### src/rtl/tconv_pkg.sv
package tconv_pkg;
  // number of selectable resolutions; code 0 is the coarsest
  localparam int RES_STEPS = 4;
  localparam int RES_W     = 2;

  typedef enum logic {
    ST_IDLE = 1'b0,
    ST_CONV = 1'b1
  } seqState_e;

  // strobes from control to datapath
  typedef struct packed {
    logic startConv;   // load the length counter and latch the resolution
    logic storeResult; // capture the truncated sample and pulse done
  } seqStrobe_t;
endpackage

### src/rtl/tconv_control.sv
module tconv_control
  import tconv_pkg::*;
(
  input  logic       clk,
  input  logic       rstN,
  input  logic       cfgShutdown,
  input  logic       cfgOs,
  input  logic       cfgWriteStb,
  input  logic       countZero,
  output seqStrobe_t strb,
  output logic       busy
);
  seqState_e state, stateNext;
  logic oneShotReq;

  assign oneShotReq = cfgWriteStb && cfgOs;

  always_comb begin
    stateNext        = state;
    strb.startConv   = 1'b0;
    strb.storeResult = 1'b0;
    unique case (state)
      ST_IDLE: begin
        // continuous mode restarts by itself; shutdown waits for a one-shot
        if (!cfgShutdown || oneShotReq) begin
          strb.startConv = 1'b1;
          stateNext      = ST_CONV;
        end
      end
      ST_CONV: begin
        // one-shot writes are not looked at here: a running conversion ignores them
        if (countZero) begin
          strb.storeResult = 1'b1;
          if (!cfgShutdown) begin
            strb.startConv = 1'b1;
          end else begin
            stateNext = ST_IDLE;
          end
        end
      end
      default: stateNext = ST_IDLE;
    endcase
  end

  always_ff @(posedge clk) begin
    if (!rstN) state <= ST_IDLE;
    else       state <= stateNext;
  end

  assign busy = (state == ST_CONV);
endmodule

### src/rtl/tconv_datapath.sv
module tconv_datapath
  import tconv_pkg::*;
#(
  parameter int BASE_CYCLES = 16,
  parameter int SAMPLE_W    = 12
) (
  input  logic                clk,
  input  logic                rstN,
  input  seqStrobe_t          strb,
  input  logic [RES_W-1:0]    cfgResolution,
  input  logic [SAMPLE_W-1:0] rawSample,
  output logic                countZero,
  output logic [SAMPLE_W-1:0] tempReg,
  output logic                convDone
);
  localparam int MAX_LEN = BASE_CYCLES * (1 << (RES_STEPS - 1));
  localparam int CNT_W   = $clog2(MAX_LEN) + 1;

  logic [CNT_W-1:0]    remain;
  logic [RES_W-1:0]    resLatched;
  logic [CNT_W-1:0]    lenTable  [RES_STEPS];
  logic [SAMPLE_W-1:0] maskTable [RES_STEPS];

  // one length and one keep-mask per resolution code
  for (genvar g = 0; g < RES_STEPS; g++) begin : g_res
    assign lenTable[g]  = CNT_W'(BASE_CYCLES << g) - CNT_W'(1);
    assign maskTable[g] = {SAMPLE_W{1'b1}} << (RES_STEPS - 1 - g);
  end

  assign countZero = (remain == '0);

  always_ff @(posedge clk) begin
    if (!rstN) begin
      remain     <= '0;
      resLatched <= '0;
      tempReg    <= '0;
      convDone   <= 1'b0;
    end else begin
      convDone <= strb.storeResult;
      if (strb.storeResult) begin
        tempReg <= rawSample & maskTable[resLatched];
      end
      if (strb.startConv) begin
        remain     <= lenTable[cfgResolution];
        resLatched <= cfgResolution;
      end else if (!countZero) begin
        remain <= remain - CNT_W'(1);
      end
    end
  end
endmodule

### src/rtl/tconv_sequencer.sv
module tconv_sequencer
  import tconv_pkg::*;
#(
  parameter int BASE_CYCLES = 16,
  parameter int SAMPLE_W    = 12
) (
  input  logic                clk,
  input  logic                rstN,
  input  logic                cfgShutdown,
  input  logic [1:0]          cfgResolution,
  input  logic                cfgOs,
  input  logic                cfgWriteStb,
  input  logic [SAMPLE_W-1:0] rawSample,
  output logic [SAMPLE_W-1:0] tempReg,
  output logic                convDone,
  output logic                busy
);
  seqStrobe_t strb;
  logic       countZero;

  tconv_control u_ctrl (
    .clk        (clk),
    .rstN       (rstN),
    .cfgShutdown(cfgShutdown),
    .cfgOs      (cfgOs),
    .cfgWriteStb(cfgWriteStb),
    .countZero  (countZero),
    .strb       (strb),
    .busy       (busy)
  );

  tconv_datapath #(
    .BASE_CYCLES(BASE_CYCLES),
    .SAMPLE_W   (SAMPLE_W)
  ) u_dp (
    .clk          (clk),
    .rstN         (rstN),
    .strb         (strb),
    .cfgResolution(cfgResolution),
    .rawSample    (rawSample),
    .countZero    (countZero),
    .tempReg      (tempReg),
    .convDone     (convDone)
  );
endmodule

### config.mk
export PLATFORM = sky130hd
export DESIGN_NAME = tconv_sequencer
export DESIGN_NICKNAME = d
export VERILOG_FILES = /design/src/rtl/tconv_pkg.sv /design/src/rtl/tconv_control.sv /design/src/rtl/tconv_datapath.sv /design/src/rtl/tconv_sequencer.sv
export SDC_FILE = /design/constraint.sdc
export NUM_CORES = 1
export LEC_CHECK = 0
export BUFFER_PORTS_ARGS = -buffer_cell sky130_fd_sc_hd__clkbuf_2
export CAP_MARGIN = 25
export CORE_UTILIZATION = 52
export DETAILED_ROUTE_END_ITERATION = 10
export GPL_TIMING_DRIVEN = 0
export PLACE_DENSITY = 0.83
export REMOVE_ABC_BUFFERS = 1
export SYNTH_ARGS = -nofsm -noshare
export SYNTH_HDL_FRONTEND = slang
export SYNTH_SLANG_ARGS = --single-unit
### constraint.sdc
create_clock -name clk -period 3.7 [get_ports clk]
set_input_delay 0.74 -clock clk [delete_from_list [all_inputs] [get_ports clk]]
set_output_delay 0.74 -clock clk [all_outputs]
set_load 0.05 [all_outputs]
=== After elaboration in Yosys (flattened, before gate mapping) ===
Cells that the tools add are included.

* Shift-type cells: 0
* Bitwise gates (word level): 4
* $add $sub $neg: 1
* Magnitude comparators: 2
* $mul: 0
* Equal/unequal tests: 1
* Multiplexer cells: 15
* Reduce and logical (&&, ||, !) cells: 4
* Div/mod/pow operators: 0

{| class="wikitable"
|+ Operators by type and width
! operator !! number
|-
| $mux 8 || 4
|-
| $bmux 12 s2 || 1
|-
| $mux 12 || 2
|-
| $bmux 8 s2 || 1
|-
| $and 12x12->12 || 1
|-
| $logic_not 8->1 || 1
|-
| $sub 8x1->8 const B || 1
|-
| $ge 3x3->1 const B || 2
|-
| $not 2->3 || 2
|-
| $mux 1 || 4
|-
| $pmux 1 s2 || 2
|-
| $mux 2 || 1
|-
| $ne 2x2->1 const B || 1
|-
| $logic_and 1x1->1 || 1
|-
| $logic_not 1->1 || 1
|-
| $logic_or 1x1->1 || 1
|-
| $not 1->1 || 1
|}

* Latch bits: 0
* Memory bits (read-only): 0
* Memories: 0
* Register bits after elaboration: 24
* Input port bits: 19
* Output and inout port bits: 14
* RAM bits: 0
* Logic and storage cells: 32

=== Logic depth before layout (Yosys ltp) ===
* Depth in word-level cells: 5
* Gate-level depth with buffers: 7
* Mapped depth without buffers: 6

=== Hierarchy ===
A second synthesis with hierarchy kept.

* Cells, all modules: 112
* Area, all modules: 1099.8 µm²

{| class="wikitable"
|+ By module, submodules not included
! module !! instances !! sequential area each (µm²) !! cells an instance !! area an instance (µm²)
|-
| tconv_datapath || 1 || 460.4 || 103 || 1031.0
|-
| tconv_control || 1 || 20.0 || 9 || 68.8
|}

=== Worst setup path before layout ===
Ideal clock, no wire load.

* Kind: flip-flop to flip-flop
* From: register u_dp.remain[0]
* To: register u_dp.remain[4]
* Period minus slack after synthesis: 1833 ps
* Required time: 3567 ps
* Buffers on the path: 1
* Cell stages (with the launch flop): 8
* Path slack: 1867 ps
* Library setup time: 133 ps
* Arrival: 1700 ps
* Path through: dfxtp_1 > inv_1 > ha_1 > or3b_2 > or3_1 > buf_2 > a211oi_2 > a211oi_1

* Longest elaborated chain between the ends: 4
* Elaborated cells on any way between the ends: 7
* Classes of those cells: add/sub (1); eq/ne (1); mux (4); reduce/logical (1)

{| class="wikitable"
|+ RTL lines
! item !! line !! source
|-
| start, declared || tconv_datapath.sv:19 || <nowiki>logic [CNT_W-1:0] remain;</nowiki>
|-
| start signal, assigned || tconv_datapath.sv:44 || <nowiki>remain <= lenTable[cfgResolution];</nowiki>
|-
| start signal, assigned || tconv_datapath.sv:47 || <nowiki>remain <= remain - CNT_W'(1);</nowiki>
|-
| parallel branches: the longest is 4 deep, another holds $sub 8x1->8 || -- ||
|}

Several ways; the timed one is not identified. The select of a mux whose other input is x is not followed.
A chain may end at the register's enable or synchronous reset.

=== Final worst setup path ===
* From: register u_dp.remain[0]
* To: register u_dp.tempReg[0]

* Longest elaborated chain between the ends: 3

{| class="wikitable"
|+ RTL lines
! item !! line !! source
|-
| $logic_not 8->1 || tconv_datapath.sv:30 || <nowiki>assign countZero = (remain == '0);</nowiki>
|-
| $mux 2 || tconv_control.sv:32 || <nowiki>if (countZero) begin</nowiki>
|-
| $mux 1 || tconv_control.sv:22 || <nowiki>unique case (state)</nowiki>
|-
| end signal, assigned || tconv_datapath.sv:41 || <nowiki>tempReg <= rawSample & maskTable[resLatched];</nowiki>
|-
| end, declared || tconv_datapath.sv:13 || <nowiki>output logic [SAMPLE_W-1:0] tempReg,</nowiki>
|}

No other way between the ends.

==> impl_metrics.json <==
{
  "drt_pre_antenna_iters": 4,
  "finClkSkew_ns": 0.00546,
  "max-vdd-ir-drop_mv": 0.251,
  "synth.most_common_cell": "sky130_fd_sc_hd__nand2_1",
  "achievable_freq_mhz": 481,
  "crit_path_max_incr_delay_ns": 0.55,
  "areaGrowthSynthToFinish_pct": 20.5,
  "cell_type_with_the_highest_aggregate_area_in_the_netlist": "sky130_fd_sc_hd__dfxtp_1",
  "share_clk_of_total_power_pct": 23.7,
  "critical_path_required_ns": 3.95,
  "wirelength_um": 2120,
  "postSynthCellCount": 123,
  "crit_path_end_kind": "flip-flop",
  "grt_remaining_overflow": 0,
  "p_per_area_nw_per_um2": 475,
  "critPathTopFamily": "simple AND/OR/NAND/NOR gates",
  "power.static_leakage_nw": 0.505,
  "critical_path.cell_chain": "inv_1, ha_1, or3b_2, nor3_2, nand4_1, a21oi_1",
  "post_cts_resize_count": 0,
  "number_of_nets_with_antenna_violations_after_routing": 0,
  "synthesis.yosys.warnings": 0,
  "drive_above_1_share_pct": 25.8,
  "detail_route.iter0.violations": 14,
  "path_max_fanout": 12,
  "syn_avg_cell_area_um2": 8.35,
  "tightestPinTransition_ns": 0.691,
  "cts_inserted_buffers": 3,
  "antenna_cells": 0,
  "io_pins": 33,
  "setup_slack_ns": 1.62,
  "hold_fix_buffers_cts": 0,
  "tritoncts_num_sinks": 24,
  "detail_route.wl_per_cell_um": 11.8,
  "worst-endpoint-arrival_ns": 2.33,
  "worstSetupStartpointType": "flip-flop",
  "outcome": "finished, final reports clean",
  "synth.top_cell.area_share_pct": 46.8,
  "share_of_total_power_in_sequential_cells_pct": 51.9,
  "placed_cells": 176,
  "drcViolationCount": 0,
  "cts.clk_slew.worst_paths_ns": 0.13,
  "sequential_element_share_of_the_synthesized_area_pct": 46.8,
  "max_slew_headroom_pct": 53.7,
  "combinationalPowerShare_pct": 24.4,
  "ctsHtreeMaxLevel": 1,
  "maxCapViolCount": 0,
  "vias": 968,
  "netSwitchingFraction_pct": 32.1,
  "finalSetupTns_ns": 0,
  "placement_rows": 15,
  "grt_setup_unrepaired": "false",
  "grt_antenna_before_repair": 0,
  "tritoncts": "yes",
  "number_of_synthesized_register_bits": 24,
  "final.period_utilization_pct": 56.2,
  "finalSetupViolations": 0,
  "path_class": "reg2reg",
  "cell_internal_pwr_mw": 0.399,
  "die_h_um": 46.4,
  "cts_root_buffer": "sky130_fd_sc_hd__clkbuf_4",
  "maximum_clock_insertion_buffer_count": 2,
  "design.die.area_um2": 2160,
  "globalplace.congestion": 0.859,
  "clk_lat_worst_skew_ns": 0.32,
  "synth_top_cells_by_count": "sky130_fd_sc_hd__nand2_1, sky130_fd_sc_hd__dfxtp_1, sky130_fd_sc_hd__a21oi_1, sky130_fd_sc_hd__nand3_1",
  "synth_edf_count": 0,
  "critical_path_buf_inv_count": 1,
  "finalNetCount": 176,
  "core-area_um2": 1780,
  "grt_pass1_wl_um": 3190,
  "cts_setup_buffers": 0,
  "timing.final.crit_period_ns": 2.08,
  "synth-async-reset-ratio_pct": 0,
  "synth_cell_types": 33,
  "min-delay-path-class": "reg2reg",
  "cpMaxStageDelayCell": "sky130_fd_sc_hd__nor3_2",
  "maximum_number_of_pins_on_one_net_before_global_route_repair": 19,
  "chipWidth_um": 46.4,
  "placement.io_buffers": 32,
  "via_count_of_the_first_global_routing_pass": 736,
  "avgViaCountPerCell": 5.38,
  "starting_density_of_the_core_pct": 57.6,
  "globalRouteTotalUtil_pct": 21.4,
  "post_layout_nonfiller_instances": 180,
  "dp_hpwl_um": 1610,
  "synth_flop_cell": "sky130_fd_sc_hd__dfxtp_1",
  "preCtsSetupSlack_ns": 1.62,
  "netlist_area_um2": 1030,
  "synth.top_cells.by_area": "sky130_fd_sc_hd__dfxtp_1, sky130_fd_sc_hd__a21oi_1, sky130_fd_sc_hd__nand2_1",
  "switchingPower_mw": 0.189,
  "finalMaxSlewViolations": 0,
  "report.power.total_mw": 0.588,
  "report.final.hold_viol_count": 0
}
final cells by class:
| type | count | area, um^2 |
|---|---|---|
| inverter | 4 | 15.0 |
| clock buffer | 4 | 36.3 |
| fill | 152 | 546 |
| multi-input combinational | 91 | 514 |
| timing repair buffer | 32 | 160 |
| tap | 25 | 31.3 |
| sequential | 24 | 480 |
registers in the layout, summed over array words and instances (netlist names):
register	cells
u_dp.resLatched	2
u_ctrl.busy	1
u_dp.remain	8
u_dp.convDone	1
u_dp.tempReg	12
kinds of logic after synthesis:
kind of cell | Yosys count | synth area share (%)
buffers and inverters | 8 | 3.17
xor gates and xnor gates | 3 | 2.56
adders and majority gates | 1 | 1.22
DFF | 24 | 46.8
and+or+nand+nor | 50 | 24.0
AOI/OAI and AO/OA | 37 | 22.3
through the flow:
step	hold WS (ns)	util, %	area [um^2]
after floorplan	0.461	-	1010
after global placement	0.440	67.4	1200
after detailed placement	0.444	67.4	1200
after CTS	0.462	69.4	1240
after global routing	0.482	69.4	1240
final	0.460	69.4	1240
per-layer routing:
| metal | global-route usage [%] | vias up | routed length, um |
|---|---|---|---|
| li1 | - | 509 | - |
| met1 | 26.9 | 422 | 1020 |
| met2 | 33.9 | 32 | 961 |
| met3 | 3.92 | 5 | 96 |
| met4 | 12.4 | 0 | 47 |
| met5 | 0 | - | 0 |
worst reg2reg max path: stages, from the launching register on:
cell                      delay (ns)
sky130_fd_sc_hd__dfxtp_1        0.36
sky130_fd_sc_hd__inv_1          0.06
sky130_fd_sc_hd__ha_1           0.19
sky130_fd_sc_hd__or3b_2         0.51
sky130_fd_sc_hd__nor3_2         0.55
sky130_fd_sc_hd__nand4_1        0.17
sky130_fd_sc_hd__a21oi_1        0.16
placed cells by master (no fill, tap or decap), types with 2 or more instances in the layout:
cell type                  instances
sky130_fd_sc_hd__or3_1             3
sky130_fd_sc_hd__xnor2_1           3
sky130_fd_sc_hd__clkbuf_2         32
sky130_fd_sc_hd__a21oi_1          21
sky130_fd_sc_hd__nor4_1            3
sky130_fd_sc_hd__clkbuf_4          3
sky130_fd_sc_hd__nand3_1           6
sky130_fd_sc_hd__o21ai_0           3
sky130_fd_sc_hd__dfxtp_1          24
sky130_fd_sc_hd__a31oi_1           2
sky130_fd_sc_hd__nand2_1          26
sky130_fd_sc_hd__inv_1             3
sky130_fd_sc_hd__a211oi_1          3
sky130_fd_sc_hd__nor2_1            3
final timing paths:
path | start | slack [ns] | cells past startpoint | endpoint
min reg2reg | u_dp.tempReg[1] | 0.46 | 2 | u_dp.tempReg[1]
min | u_dp.tempReg[1] | 0.46 | 2 | u_dp.tempReg[1]
max | u_dp.remain[0] | 1.62 | 6 | u_dp.tempReg[0]
max reg2reg | u_dp.remain[0] | 1.62 | 6 | u_dp.tempReg[0]
power groups by stage:
stage                     Clock (mW)  Combinational (mW)  Sequential [mW]
after floorplan                    0              0.0920            0.323
final                          0.139               0.143            0.305
after detailed placement           0               0.143            0.310
after global placement             0               0.140            0.308
after global routing           0.155               0.157            0.309
after CTS                      0.143               0.144            0.305
Power figures use the tool's default switching activity.
